==> config.mk <==
export PLATFORM = sky130hd
export DESIGN_NAME = bus_trk_top
export DESIGN_NICKNAME = d
export VERILOG_FILES = /design/src/rtl/bus_trk_pkg.sv /design/src/rtl/bt_caps.sv /design/src/rtl/bt_addr_seq.sv /design/src/rtl/bt_data_seq.sv /design/src/rtl/bus_trk_top.sv
export SDC_FILE = /design/constraint.sdc
export NUM_CORES = 1
export LEC_CHECK = 0
export ABC_AREA = 1
export ABC_CLOCK_PERIOD_IN_PS = 3000
export BUFFER_PORTS_ARGS = -buffer_cell sky130_fd_sc_hd__buf_2
export CORE_MARGIN = 2
export CORE_UTILIZATION = 55
export CTS_CLUSTER_DIAMETER = 100
export DETAILED_ROUTE_END_ITERATION = 7
export GPL_TIMING_DRIVEN = 0
export MAX_ROUTING_LAYER = met4
export PLACE_DENSITY = 0.8
export SLEW_MARGIN = 10
export SYNTH_ARGS = -nofsm -noshare
export SYNTH_HDL_FRONTEND = slang
export SYNTH_SLANG_ARGS = --single-unit
==> constraint.sdc <==
create_clock -name clk -period 3 [get_ports clk]
set_clock_uncertainty 0.2 [all_clocks]
set_input_delay 0.45 -clock clk [delete_from_list [all_inputs] [get_ports clk]]
set_output_delay 0.45 -clock clk [all_outputs]
set_load 0.02 [all_outputs]
==> src/rtl/bus_trk_pkg.sv <==
// Shared encodings for the bus transaction tracker.
package bus_trk_pkg;
    localparam int NKIND = 3;

    typedef enum logic [1:0] {
        K_LOAD      = 2'd0,
        K_STORE     = 2'd1,
        K_COPYBACK  = 2'd2
    } kind_e;

    typedef enum logic [1:0] {
        AS_IDLE,
        AS_ARB,
        AS_START,
        AS_WAIT
    } aseq_e;
endpackage

==> src/rtl/bt_caps.sv <==
// Outstanding-transaction accounting.
// Keeps one overall counter and one counter per transaction type.
// Grants eligibility per type.
// Assumes inc and dec can coincide and never exceed the caps (inc only when allowed).
module bt_caps
    import bus_trk_pkg::*;
#(
    parameter int MAX_TOTAL = 5,
    parameter int MAX_LOAD  = 4,
    parameter int MAX_STORE = 4,
    parameter int MAX_CB    = 1,
    parameter int CW        = $clog2(MAX_TOTAL + 1)
) (
    input  logic                       clk,
    input  logic                       rst_n,
    input  logic                       inc,
    input  logic [1:0]                 inc_kind,
    input  logic                       dec,
    input  logic [1:0]                 dec_kind,
    output logic [NKIND-1:0]           allow,
    output logic [CW-1:0]              tot_cnt,
    output logic [NKIND-1:0][CW-1:0]   kind_cnt
);
    logic [CW-1:0] tot_q;
    logic          room_total;

    // Overall outstanding count.
    always_ff @(posedge clk) begin
        if (!rst_n)
            tot_q <= '0;
        else if (inc && !dec)
            tot_q <= tot_q + CW'(1);
        else if (dec && !inc)
            tot_q <= tot_q - CW'(1);
    end

    assign room_total = (tot_q < CW'(MAX_TOTAL));
    assign tot_cnt    = tot_q;

    for (genvar k = 0; k < NKIND; k++) begin : g_kind
        localparam int LIM = (k == int'(K_LOAD))  ? MAX_LOAD :
                             (k == int'(K_STORE)) ? MAX_STORE : MAX_CB;
        logic [CW-1:0] cnt_q;
        logic          inc_k;
        logic          dec_k;

        assign inc_k = inc && (inc_kind == 2'(k));
        assign dec_k = dec && (dec_kind == 2'(k));

        // Per-type outstanding count.
        always_ff @(posedge clk) begin
            if (!rst_n)
                cnt_q <= '0;
            else if (inc_k && !dec_k)
                cnt_q <= cnt_q + CW'(1);
            else if (dec_k && !inc_k)
                cnt_q <= cnt_q - CW'(1);
        end

        assign allow[k]    = room_total && (cnt_q < CW'(LIM));
        assign kind_cnt[k] = cnt_q;
    end
endmodule

==> src/rtl/bt_addr_seq.sv <==
// Address tenure sequencer.
// Holds one accepted transaction, arbitrates for the address bus and pulses
// the start on the first owned cycle. It presents address and attributes
// until termination and goes back to arbitration on retry.
// Assumes the external arbiter keeps the grant meaningful only while requested.
module bt_addr_seq
    import bus_trk_pkg::*;
#(
    parameter int AW  = 32,
    parameter int TW  = 4,
    parameter int SZW = 3
) (
    input  logic            clk,
    input  logic            rst_n,
    input  logic            take,
    input  logic [1:0]      in_kind,
    input  logic [AW-1:0]   in_addr,
    input  logic [TW-1:0]   in_tag,
    input  logic            in_burst,
    input  logic [SZW-1:0]  in_size,
    input  logic            in_wt,
    input  logic            in_ci,
    output logic            idle,
    output logic            abus_req,
    input  logic            abus_gnt,
    output logic            addr_start,
    input  logic            aterm_ack,
    input  logic            aterm_retry,
    output logic [AW-1:0]   a_addr,
    output logic [1:0]      a_kind,
    output logic [SZW-1:0]  a_size,
    output logic            a_burst,
    output logic            a_wt,
    output logic            a_ci,
    output logic            tenure,
    output logic [AW-1:0]   hold_addr,
    output logic            push,
    output logic [TW-1:0]   push_tag,
    output logic [1:0]      push_kind,
    output logic            push_burst
);
    aseq_e          st_q;
    logic [AW-1:0]  addr_q;
    logic [TW-1:0]  tag_q;
    logic [1:0]     kind_q;
    logic           burst_q;
    logic [SZW-1:0] size_q;
    logic           wt_q;
    logic           ci_q;

    // Address tenure state walk.
    always_ff @(posedge clk) begin
        if (!rst_n) begin
            st_q <= AS_IDLE;
        end else begin
            unique case (st_q)
                AS_IDLE:  if (take) st_q <= AS_ARB;
                AS_ARB:   if (abus_gnt) st_q <= AS_START;
                default: begin
                    if (aterm_retry)    st_q <= AS_ARB;
                    else if (aterm_ack) st_q <= AS_IDLE;
                    else                st_q <= AS_WAIT;
                end
            endcase
        end
    end

    // Capture the transaction when it is accepted.
    always_ff @(posedge clk) begin
        if (!rst_n) begin
            addr_q  <= '0;
            tag_q   <= '0;
            kind_q  <= '0;
            burst_q <= 1'b0;
            size_q  <= '0;
            wt_q    <= 1'b0;
            ci_q    <= 1'b0;
        end else if (take && (st_q == AS_IDLE)) begin
            addr_q  <= in_addr;
            tag_q   <= in_tag;
            kind_q  <= in_kind;
            burst_q <= in_burst;
            size_q  <= in_size;
            wt_q    <= in_wt;
            ci_q    <= in_ci;
        end
    end

    // Bus-facing decode of the state.
    always_comb begin
        idle       = (st_q == AS_IDLE);
        abus_req   = (st_q == AS_ARB);
        addr_start = (st_q == AS_START);
        tenure     = (st_q == AS_START) || (st_q == AS_WAIT);
        a_addr     = tenure ? addr_q  : '0;
        a_kind     = tenure ? kind_q  : '0;
        a_size     = tenure ? size_q  : '0;
        a_burst    = tenure && burst_q;
        a_wt       = tenure && wt_q;
        a_ci       = tenure && ci_q;
        push       = tenure && aterm_ack && !aterm_retry;
    end

    assign hold_addr  = addr_q;
    assign push_tag   = tag_q;
    assign push_kind  = kind_q;
    assign push_burst = burst_q;
endmodule

==> src/rtl/bt_data_seq.sv <==
// Data tenure sequencer.
// Keeps address-acknowledged transactions in order, requests the data bus
// for the oldest, counts termination beats and reports completion by tag.
// Assumes the caller never pushes into a full queue.
module bt_data_seq #(
    parameter int TW    = 4,
    parameter int DEPTH = 5,
    parameter int BEATS = 4
) (
    input  logic            clk,
    input  logic            rst_n,
    input  logic            push,
    input  logic [TW-1:0]   push_tag,
    input  logic [1:0]      push_kind,
    input  logic            push_burst,
    output logic            dbus_req,
    input  logic            dbus_gnt,
    input  logic            dterm,
    output logic            xfer,
    output logic            fin,
    output logic [1:0]      fin_kind,
    output logic            done_valid,
    output logic [TW-1:0]   done_tag
);
    localparam int PW   = (DEPTH > 1) ? $clog2(DEPTH) : 1;
    localparam int CNTW = $clog2(DEPTH + 1);
    localparam int BW   = (BEATS > 1) ? $clog2(BEATS) : 1;

    logic [TW-1:0]  tag_mem   [DEPTH];
    logic [1:0]     kind_mem  [DEPTH];
    logic           burst_mem [DEPTH];
    logic [PW-1:0]  wr_ptr;
    logic [PW-1:0]  rd_ptr;
    logic [CNTW-1:0] cnt_q;
    logic           xfer_q;
    logic [BW-1:0]  beat_q;
    logic [BW-1:0]  last_beat;
    logic           done_q;
    logic [TW-1:0]  done_tag_q;

    // Queue storage write.
    always_ff @(posedge clk) begin
        if (push) begin
            tag_mem[wr_ptr]   <= push_tag;
            kind_mem[wr_ptr]  <= push_kind;
            burst_mem[wr_ptr] <= push_burst;
        end
    end

    // Queue pointers and occupancy.
    always_ff @(posedge clk) begin
        if (!rst_n) begin
            wr_ptr <= '0;
            rd_ptr <= '0;
            cnt_q  <= '0;
        end else begin
            if (push)
                wr_ptr <= (wr_ptr == PW'(DEPTH - 1)) ? '0 : wr_ptr + PW'(1);
            if (fin)
                rd_ptr <= (rd_ptr == PW'(DEPTH - 1)) ? '0 : rd_ptr + PW'(1);
            if (push && !fin)
                cnt_q <= cnt_q + CNTW'(1);
            else if (fin && !push)
                cnt_q <= cnt_q - CNTW'(1);
        end
    end

    assign last_beat = burst_mem[rd_ptr] ? BW'(BEATS - 1) : '0;
    assign dbus_req  = !xfer_q && (cnt_q != '0);
    assign fin       = xfer_q && dterm && (beat_q == last_beat);
    assign fin_kind  = kind_mem[rd_ptr];
    assign xfer      = xfer_q;

    // Data tenure ownership and beat counting.
    always_ff @(posedge clk) begin
        if (!rst_n) begin
            xfer_q <= 1'b0;
            beat_q <= '0;
        end else if (dbus_req && dbus_gnt) begin
            xfer_q <= 1'b1;
            beat_q <= '0;
        end else if (fin) begin
            xfer_q <= 1'b0;
        end else if (xfer_q && dterm) begin
            beat_q <= beat_q + BW'(1);
        end
    end

    // Registered completion report.
    always_ff @(posedge clk) begin
        if (!rst_n) begin
            done_q     <= 1'b0;
            done_tag_q <= '0;
        end else begin
            done_q <= fin;
            if (fin)
                done_tag_q <= tag_mem[rd_ptr];
        end
    end

    assign done_valid = done_q;
    assign done_tag   = done_tag_q;
endmodule

==> src/rtl/bus_trk_top.sv <==
// Pipelined split-transaction bus tracker, top level.
// Accepts one core request at a time when the address side is free and the caps
// allow it. It then runs the address tenure and hands acknowledged transactions
// to the in-order data sequencer.
// Assumes external arbiters and terminators follow the request/grant ports.
module bus_trk_top
    import bus_trk_pkg::*;
#(
    parameter int AW        = 32,
    parameter int TW        = 4,
    parameter int SZW       = 3,
    parameter int MAX_TOTAL = 5,
    parameter int MAX_LOAD  = 4,
    parameter int MAX_STORE = 4,
    parameter int MAX_CB    = 1,
    parameter int BEATS     = 4
) (
    input  logic            clk,
    input  logic            rst_n,
    input  logic            req_valid,
    output logic            req_ready,
    input  logic [1:0]      req_kind,
    input  logic [AW-1:0]   req_addr,
    input  logic [TW-1:0]   req_tag,
    input  logic            req_burst,
    input  logic [SZW-1:0]  req_size,
    input  logic            req_wt,
    input  logic            req_ci,
    output logic            abus_req,
    input  logic            abus_gnt,
    output logic            addr_start,
    output logic [AW-1:0]   a_addr,
    output logic [1:0]      a_kind,
    output logic [SZW-1:0]  a_size,
    output logic            a_burst,
    output logic            a_wt,
    output logic            a_ci,
    input  logic            aterm_ack,
    input  logic            aterm_retry,
    output logic            dbus_req,
    input  logic            dbus_gnt,
    input  logic            dterm,
    output logic            done_valid,
    output logic [TW-1:0]   done_tag
);
    localparam int CW = $clog2(MAX_TOTAL + 1);

    logic [NKIND-1:0]         allow;
    logic [3:0]               allow_pad;
    logic [CW-1:0]            tot_cnt;
    logic [NKIND-1:0][CW-1:0] kind_cnt;
    logic                     a_idle;
    logic                     a_tenure;
    logic [AW-1:0]            hold_addr;
    logic                     take;
    logic                     push;
    logic [TW-1:0]            push_tag;
    logic [1:0]               push_kind;
    logic                     push_burst;
    logic                     d_xfer;
    logic                     fin;
    logic [1:0]               fin_kind;

    assign allow_pad = {{(4 - NKIND){1'b0}}, allow};
    assign req_ready = a_idle && allow_pad[req_kind];
    assign take      = req_valid && req_ready;

    bt_caps #(
        .MAX_TOTAL (MAX_TOTAL),
        .MAX_LOAD  (MAX_LOAD),
        .MAX_STORE (MAX_STORE),
        .MAX_CB    (MAX_CB),
        .CW        (CW)
    ) u_caps (
        .clk      (clk),
        .rst_n    (rst_n),
        .inc      (take),
        .inc_kind (req_kind),
        .dec      (fin),
        .dec_kind (fin_kind),
        .allow    (allow),
        .tot_cnt  (tot_cnt),
        .kind_cnt (kind_cnt)
    );

    bt_addr_seq #(
        .AW  (AW),
        .TW  (TW),
        .SZW (SZW)
    ) u_addr (
        .clk         (clk),
        .rst_n       (rst_n),
        .take        (take),
        .in_kind     (req_kind),
        .in_addr     (req_addr),
        .in_tag      (req_tag),
        .in_burst    (req_burst),
        .in_size     (req_size),
        .in_wt       (req_wt),
        .in_ci       (req_ci),
        .idle        (a_idle),
        .abus_req    (abus_req),
        .abus_gnt    (abus_gnt),
        .addr_start  (addr_start),
        .aterm_ack   (aterm_ack),
        .aterm_retry (aterm_retry),
        .a_addr      (a_addr),
        .a_kind      (a_kind),
        .a_size      (a_size),
        .a_burst     (a_burst),
        .a_wt        (a_wt),
        .a_ci        (a_ci),
        .tenure      (a_tenure),
        .hold_addr   (hold_addr),
        .push        (push),
        .push_tag    (push_tag),
        .push_kind   (push_kind),
        .push_burst  (push_burst)
    );

    bt_data_seq #(
        .TW    (TW),
        .DEPTH (MAX_TOTAL),
        .BEATS (BEATS)
    ) u_data (
        .clk        (clk),
        .rst_n      (rst_n),
        .push       (push),
        .push_tag   (push_tag),
        .push_kind  (push_kind),
        .push_burst (push_burst),
        .dbus_req   (dbus_req),
        .dbus_gnt   (dbus_gnt),
        .dterm      (dterm),
        .xfer       (d_xfer),
        .fin        (fin),
        .fin_kind   (fin_kind),
        .done_valid (done_valid),
        .done_tag   (done_tag)
    );
endmodule

Yosys cells after proc, flatten, opt, wreduce, memory -nomap -nowiden
Memories as Yosys holds them, arrays and structs flattened. A register that Yosys moved wholly into a read port is not among the register bits.
Index checks and enable logic that the tools add are counted.

word-level totals
  input bits = 52
  RAM bits = 35
  output and inout port bits = 49
  memories = 3
  word-level logic and storage cells = 141
  bits in registers = 71

operators by class
  equal/unequal tests = 12
  bitwise operators = 2
  reductions and logical operators = 57
  add/sub/neg operators = 13
  magnitude comparators = 5
  muxes and demuxes = 31

memory list
  memory            words  bits a word  read ports  clocked after memory_dff  wr ports  RTL line           RTL
  u_data.tag_mem    5      4            1           1                         1         bt_data_seq.sv:29  logic [TW-1:0] tag_mem [DEPTH];
  u_data.kind_mem   5      2            1           1                         1         bt_data_seq.sv:30  logic [1:0] kind_mem [DEPTH];
  u_data.burst_mem  5      1            1           1                         1         bt_data_seq.sv:31  logic burst_mem [DEPTH];

operators with widths
  cell                                                                    count
  3-bit two-way mux                                                       17
  32-bit two-way mux                                                      1
  1-bit logical AND                                                       31
  3-bit by 1-bit adder with 3-bit output (second input constant)          7
  3-bit by 1-bit subtractor with 3-bit output (second input constant)     5
  1-bit logical NOT                                                       12
  2-bit two-way mux                                                       6
  2-bit nonzero test                                                      6
  3-bit < comparator (second input constant)                              3
  2-bit equality test (second input constant)                             4
  2-bit by 1-bit equality test with 1-bit output (second input constant)  3
  3-bit equality test (second input constant)                             2
  2-bit logical NOT                                                       3
  1-bit two-way mux                                                       5
  2-bit by 1-bit != test with 1-bit output (second input constant)        2
  2-bit one-hot mux with 2 select lines                                   1
  2-bit AND reduction                                                     2
  2-bit by 3-bit < comparator with 1-bit output (second input constant)   1
  3-bit by 1-bit < comparator with 1-bit output (second input constant)   1
  3-bit nonzero test                                                      1
  2-bit by 1-bit adder with 2-bit output (second input constant)          1
  1-bit binary-select mux with 2-bit select                               1
  2-bit equality test                                                     1
  1-bit NOT                                                               2
  other kinds (2)                                                         2

Logic depth before layout (Yosys ltp)
Gate-level depths: netlist of the first run.

  depth in word-level cells = 11
  mapped depth = 17
  mapped depth without buffers = 16

By module
From an unflattened synthesis of the first run, not the netlist that was laid out.

second synthesis, totals
  cell total of the unflattened synthesis = 651
  area total of the unflattened synthesis = 5157.4 µm²

modules (own cells, without submodules)
  module       sequential area each (µm²)  area each (µm²)  times used  cells each
  bt_data_seq  1451.4                      2317.2           1           227
  bt_addr_seq  920.9                       1993.2           1           298
  bt_caps      240.2                       782.0            1           113
  bus_trk_top  0.0                         65.1             1           13

Worst setup path after synthesis of the first run
OpenSTA, ideal clock, no wires.

  path type = input to register
  from = input req_kind[0]
  to = register u_caps.g_kind[0].cnt_q[2]
  setup slack = 0.462 ns
  stages = 15
  library setup time = 0.122 ns
  required time = 2.678 ns
  arrival = 2.216 ns
  path buffers = 1
  path through = a21oi_1 > o21ai_1 > nand2_1 > nand2_1 > nor2_2 > inv_2 > buf_2 > nor3_1 > ha_1 > inv_1 > fa_1 > a21oi_1 > o21ai_0 > o21ai_0 > a21oi_1

between the ends
  longest elaborated chain between the ends = 8
  elaborated cells between the ends (all ways) = 11
  classes of those cells = mux: 3; reduce/logical: 8

RTL lines
  item                                       RTL line           RTL
  from (decl)                                bus_trk_top.sv:22  input logic [1:0] req_kind,
  1-bit binary-select mux with 2-bit select  bus_trk_top.sv:65  assign req_ready = a_idle && allow_pad[req_kind];
  1-bit two-way mux (not written as such)    bus_trk_top.sv:65
  1-bit logical AND                          bus_trk_top.sv:65
  1-bit logical AND                          bus_trk_top.sv:66  assign take = req_valid && req_ready;
  1-bit logical AND *                        bt_caps.sv:47      assign inc_k = inc && (inc_kind == 2'(k));
  1-bit logical NOT                          bt_caps.sv:56      else if (dec_k && !inc_k)
  1-bit logical AND                          bt_caps.sv:56
  2-bit nonzero test (no line)               -
  to (signal assigned)                       bt_caps.sv:55      cnt_q <= cnt_q + CW'(1);
  to (signal assigned)                       bt_caps.sv:57      cnt_q <= cnt_q - CW'(1);
  to (decl)                                  bt_caps.sv:43      logic [CW-1:0] cnt_q;

Every way passes the cells marked *; elsewhere a longest branch is shown, timed or not. The select of a mux whose other input is x is not followed.
A chain may end at the register's enable or synchronous reset.

==> results.toml, run 1 <==
[status]
status = "finished, final reports clean"

[synthesis]
ys_seq_elements = 113
syn_nets = 679
synth_adder_area_share_pct = 4.40
synth_cells = 612
synth-seq-area-share_pct = 52.8
ys_warn_count = 0
synthMuxAreaShare_pct = 0
synth_compound_area_share_pct = 12.0
synthSimpleGateAreaFrac_pct = 20.5
synth_top_family_by_area = "simple AND/OR/NAND/NOR gates"
synth.avg_cell_area_sq_um = 8.09
ys_types = 33
yosys.area_share.xor_xnor_pct = 0.531
mappedNetlistArea_sq_um = 4950

[drt]
post_drt_wl_per_cell_um = 14.2
first_iter_violations = 256
routed_wl_mm = 12.7
vias = 4595
firstDrtPassIters = 5
antenna_left = 0
routed_via_density = 5.16
drc = 0

[sta]
max_slew.worst_pin.slew_ns = 1.21
maxSlewHeadroom_pct = 18.6
timing.final.ws_setup_ns = 0.257
rsz0062_at_grt = "no"
finalSetupViolCount = 0
fmax_mhz = 365
period_needed_ns = 2.74
finalCritPeriodShare_pct = 91.4
drv_slew = 0
final_hold_viol_count = 0
tns_ns = 0

[critical_path]
cp.arrival_ns = 2.92
reg2reg_depth = 16
rrSetupSlack_ns = 0.26
reg2reg_to = "u_caps.g_kind[0].cnt_q[2]"
crit_chain = "inv_2, nand2_1, nand3_1, nand3_2, nand3_2, nand3_4, buf_6, nor2_2, nand2_1, ha_1, inv_1, fa_1, a21oi_1, o21ai_0, o21ai_0, a21oi_1"
startpoint_type = "flop"
path_max_fanout = 11
critPathKind = "flop to flop"
critPathCaptureType = "flop"
cp_slowest_cell = "dfxtp_2"
worst_path_largest_cell_delay_ns = 0.39
required_ns = 3.18

[global_routing]
grt_pass1_wl_mm = 20.9
grt_overflow = 0
antenna_found_initial = 0
grt_pass1_vias = 4544
grt_max_degree = 17
grtUsageTotal_pct = 27.6

[power]
comb_power_share_pct = 18.3
vdd_drop_max_mv = 0.416
power_density_nw_per_um2 = 692
switching_share_pct = 29.5
internal_power_uw = 3180
power_leakage_uw = 0.00329
switchingPower_uw = 1330
p_seq_share_pct = 41.8
clkPwrFrac_pct = 39.9

[clocking]
cts_sinks = 113
cts_buffers = 17
clock_latency_ns = 0.50
htreeDepth = 4
path_clk_slew_ns = 0.06
cts_tree = "built"
cts_buffer_depth = 2
cts-root-buf = "clkbuf_8"

[floorplan]
dieHeight_um = 98.9
die_w_um = 98.9
rows = 34
core-area_sq_um = 8720
dieArea_sq_um = 9770
initial_utilization_pct = 56.8
io_pins = 101

[finish]
drive_gt1_share_pct = 20.4
nNetsFinal = 837
n_fill_cell = 584
diodes = 0
multi_input_area_sq_um = 1870
syn_to_final_growth_pct = 31.8
regArea_sq_um = 2610

[flow_run]
maxCapViolations = 0

[hold_path]
whs_endpoint = "u_addr.st_q[0]"
hold-path-cell-count = 4
hold_class = "primary input to flop"
min_from = "abus_gnt"

[place]
place_hpwl_mm = 8.15
portBuffers = 100
preCtsSetupSlack_ns = 0.0553
gp_congestion = 0.856
[what timing repair did]
action,CTS,global route
hold buffers,40,0
setup endpoints to repair,0,2
setup buffers,0,0
endpoints found under the hold margin,40,0
gates resized for setup,0,2
[critical path, delay by kind of cell, from the launching register on]
kind | cells | cell delay, ns
AND/OR/NAND/NOR | 7 | 0.67
flip-flops | 1 | 0.39
buffers and inverters | 3 | 0.33
AO/OA/AOI/OAI | 4 | 0.48
adder cells (fa/ha/maj) | 2 | 0.54
[routing by layer]
metal  GRT usage (%)  vias up  part of all wire [%]
met2            47.1      167                    51
met4            11.4        0                   2.1
met3            6.38       29                   5.8
met1            31.1     2143                    41
met5               -        -                     0
li1                -     2256                     -
[power groups by stage]
stage	clock network (uW)	logic [uW]	registers (uW)
after global placement	0	731	1900
final	1800	825	1890
after global routing	1890	924	1910
after floorplan	0	545	1880
after CTS	1810	809	1880
after detailed placement	0	759	1910
[worst max path at each step]
stage,depth (start not counted),endpoint,from
floorplan,15,u_caps.g_kind[0].cnt_q[2],req_kind[0]
global placement,16,u_caps.g_kind[0].cnt_q[2],req_kind[0]
detailed placement,16,u_caps.g_kind[0].cnt_q[2],req_kind[0]
CTS,16,u_caps.g_kind[0].cnt_q[2],u_addr.st_q[1]
global route,16,u_caps.g_kind[1].cnt_q[2],u_addr.st_q[1]
finish,16,u_caps.g_kind[0].cnt_q[2],flop
[through the flow]
stage	cells	area (sq um)	hold slack [ns]	total power, uW	util [%]
detailed placement	820	5590	0.266	2670	64.1
finish	891	6520	0.00890	4510	74.8
floorplan	612	4950	0.239	2430	-
CTS	892	6520	0.00186	4500	74.8
global route	891	6520	0.00723	4720	74.8
global placement	820	5590	0.251	2630	64.0
[registers in the layout, summed over array words and instances, names as in the netlist, 4 cells and up, named ones only]
register,count
u_caps.g_kind.cnt_q,9
u_addr.hold_addr,32
u_addr.push_tag,4
u_data.done_tag,4
u_data.tag_mem,20
u_data.burst_mem,5
u_data.kind_mem,10
[Yosys cell counts]
master      n  area (sq um)
ha_1       11           138
a31oi_1     1          6.26
inv_2       4          15.0
xnor2_1     2          17.5
buf_4       1          7.51
a21oi_2     1          8.76
clkbuf_1   10          37.5
nand3_4     1          17.5
nor2_1    135           507
o21ai_1    40           200
a21boi_0    1          7.51
a21oi_1    27           135
fa_1        4          80.1
dfxtp_1    78          1560
nand2_4     1          11.3
nor4_1      1          6.26
clkinv_1    2          7.51
nand4_1     3          18.8
nand3_2     2          20.0
buf_2       8          40.0
xor2_1      1          8.76
nand2_1    90           338
a211oi_1    2          15.0
nand3_1     5          25.0
buf_6       5          56.3
o21ai_0    38           190
edfxtp_1   35          1050
nor3_1      7          35.0
inv_1      85           319
nand2_2     2          12.5
nor2_2      2          12.5
o22ai_1     5          31.3
or2_2       2          12.5
[kinds of logic (layout without fill, tap and decap cells)]
logic type      Yosys count  in the layout
flops                   113            113
xor+xnor                  3              3
simple gates            251            251
compound gates          115            115
fa+ha+maj                15             15
buf+inv                 115            286
[layout by cell type (no fill, tap or decap), drive strengths merged]
cell | synthesis | layout
clkinvlp | 0 | 2
xnor2 | 2 | 2
nand4 | 3 | 3
a31oi | 1 | 1
clkbuf | 10 | 31
o22ai | 5 | 5
nor4 | 1 | 1
clkinv | 2 | 9
nand3 | 8 | 8
edfxtp | 35 | 35
nor3 | 7 | 7
fa | 4 | 4
or2 | 2 | 2
o21ai | 78 | 78
a21oi | 28 | 28
xor2 | 1 | 1
dlygate4sd3 | 0 | 40
nand2 | 93 | 93
nor2 | 137 | 137
ha | 11 | 11
dfxtp | 78 | 78
bufinv | 0 | 1
buf | 14 | 113
a211oi | 2 | 2
a21boi | 1 | 1
inv | 89 | 90
[cell type report]
type,instances,area share [%]
Inverter,91,5.24
Tap cell,108,2.07
Multi-Input combinational cell,384,28.6
Timing Repair Buffer,140,13.8
Clock inverter,11,1.38
Clock buffer,21,6.73
Buffer,23,2.09
Sequential cell,113,40.1
No activity file was read; power rests on OpenSTA's default activity.
==> run 2: changes to the inputs <==
--- a/config.mk
+++ b/config.mk
@@ -15,7 +15,8 @@
 export GPL_TIMING_DRIVEN = 0
 export MAX_ROUTING_LAYER = met4
 export PLACE_DENSITY = 0.8
-export SLEW_MARGIN = 10
+export RECOVER_POWER = 100
+export SLEW_MARGIN = 20
 export SYNTH_ARGS = -nofsm -noshare
 export SYNTH_HDL_FRONTEND = slang
 export SYNTH_SLANG_ARGS = --single-unit
==> results.toml, run 2 (synthesis gave the netlist of run 1 again) <==
[clocking]
cts_setup_buffers = 0
cts_tree = "built"
htreeDepth = 4
clock_latency_ns = 0.50
cts_buffers = 17
path_clk_slew_ns = 0.06
cts_sinks = 113
cts-root-buf = "clkbuf_8"
cts_buffer_depth = 2

[floorplan]
dieArea_sq_um = 9770
dieHeight_um = 98.9
io_pins = 101
die_w_um = 98.9
rows = 34
core-area_sq_um = 8720
initial_utilization_pct = 56.8

[critical_path]
startpoint_type = "flop"
required_ns = 3.18
worst_path_largest_cell_delay_ns = 0.39
crit_buf_inv = 3
crit_chain = "inv_2, nand2_1, nand3_1, nand3_2, nand3_2, nand3_4, buf_6, nor2_1, nand2_1, ha_1, inv_1, fa_1, a21oi_1, o21ai_0, o21ai_0, a21oi_1"
crit_family = "simple AND/OR/NAND/NOR gates"
critPathKind = "flop to flop"
path_max_fanout = 11
cp.arrival_ns = 2.93
cp_slowest_cell = "dfxtp_2"
critPathCaptureType = "flop"

[sta]
max_slew.worst_pin.slew_ns = 1.48
tns_ns = 0
finalSetupViolCount = 0
finalCritPeriodShare_pct = 91.4
period_needed_ns = 2.74
fmax_mhz = 365
maxSlewHeadroom_pct = 0.734
rsz0062_at_grt = "no"
drv_slew = 0
final_hold_viol_count = 0

[drt]
routed_wl_mm = 12.7
antenna_left = 0
routed_via_density = 5.18
first_iter_violations = 264
firstDrtPassIters = 6
vias = 4619
drc = 0
post_drt_wl_per_cell_um = 14.3

[global_routing]
use_met2_pct = 47.1
grtUsageTotal_pct = 27.6
grt_pass1_vias = 4544
grt_max_degree = 17
grt_use_met1_pct = 31.1
antenna_found_initial = 0
grt_pass1_wl_mm = 20.9
grt_overflow = 0
grt.met3_usage_pct = 6.38
top_usage_layer = "met2"

[power]
vdd_drop_max_mv = 0.412
power_leakage_uw = 0.00307
power_density_nw_per_um2 = 697

[status]
status = "complete, but fails checks"
violations = "max-capacitance violations"

[place]
portBuffers = 100
placedCellCount = 820
placed_cell_area_sq_um = 5590
place_hpwl_mm = 8.15
gp_congestion = 0.856

[finish]
fin_area_sq_um = 6440
n_fill_cell = 628
final_common_cell = "nor2_1"
syn_to_final_growth_pct = 30.0
drive_gt1_share_pct = 13.0
fin_cells = 891
largest_register_ffs = 32
diodes = 0
nNetsFinal = 837
layout_common_cells = "136 x nor2_1, 90 x nand2_1, 86 x inv_1, 77 x dfxtp_1, 67 x clkbuf_1"

[hold_path]
hold_class = "primary input to flop"

[flow_run]
maxCapViolations = 1
run 2: changes by cell type in the layout (fill, tap and decap cells not counted), sizes merged:
cell and delta:
buf -54, clkbuf +54
run 2: where the power goes:
group          switching [uW]  total [uW]  internal (uW)
Clock                     693        1800           1110
Sequential                116        1880           1770
Combinational             517         797            280
run 2: routing by layer:
layer / part of all wire (%) / up-vias
met5: 0 / -
met4: 2.1 / 0
met3: 5.2 / 29
met2: 52 / 161
met1: 41 / 2173
li1: - / 2256
run 2: layout make-up:
cell class | count | area [sq um] | area share (%)
Multi-Input combinational cell | 384 | 1850 | 28.8
Timing Repair Buffer | 140 | 840 | 13.0
Clock inverter | 11 | 90.1 | 1.40
Clock buffer | 21 | 439 | 6.82
Inverter | 91 | 342 | 5.31
Sequential cell | 113 | 2610 | 40.6
Tap cell | 108 | 135 | 2.10
Buffer | 23 | 124 | 1.92
run 2: worst paths after layout:
kind                                   from                   endpoint  slack [ns]  cells after the start
setup / recovery                       flop  u_caps.g_kind[0].cnt_q[2]        0.26                     16
hold / removal                     abus_gnt             u_addr.st_q[0]       0.009                      4
setup reg to reg                       flop  u_caps.g_kind[0].cnt_q[2]        0.26                     16
hold reg to reg   u_caps.g_kind[2].cnt_q[2]  u_caps.g_kind[2].cnt_q[2]        0.27                      2
run 2: timing repair:
| item | CTS | global route |
|---|---|---|
| setup endpoints to repair | 0 | 2 |
| resized for setup | 0 | 2 |
| hold endpoints to repair | 40 | 0 |
| hold buffers | 40 | 0 |
run 2: tightest hold or removal path, cell delays in order:
cell	delay (ns)
buf_2	0.08
nor2_1	0.04
inv_1	0.04
a21oi_1	0.05
run 2: metrics by stage:
| stage | total power, uW | worst slack [ns] | util [%] | hold WS, ns |
|---|---|---|---|---|
| detailed placement | 2670 | 0.0553 | 64.1 | 0.266 |
| global placement | 2630 | 0.0882 | 64.0 | 0.251 |
| global route | 4690 | 0.0285 | 73.8 | 0.00726 |
| CTS | 4500 | 0.124 | 74.8 | 0.00186 |
| floorplan | 2430 | 0.462 | - | 0.239 |
| finish | 4480 | 0.258 | 73.8 | 0.00887 |
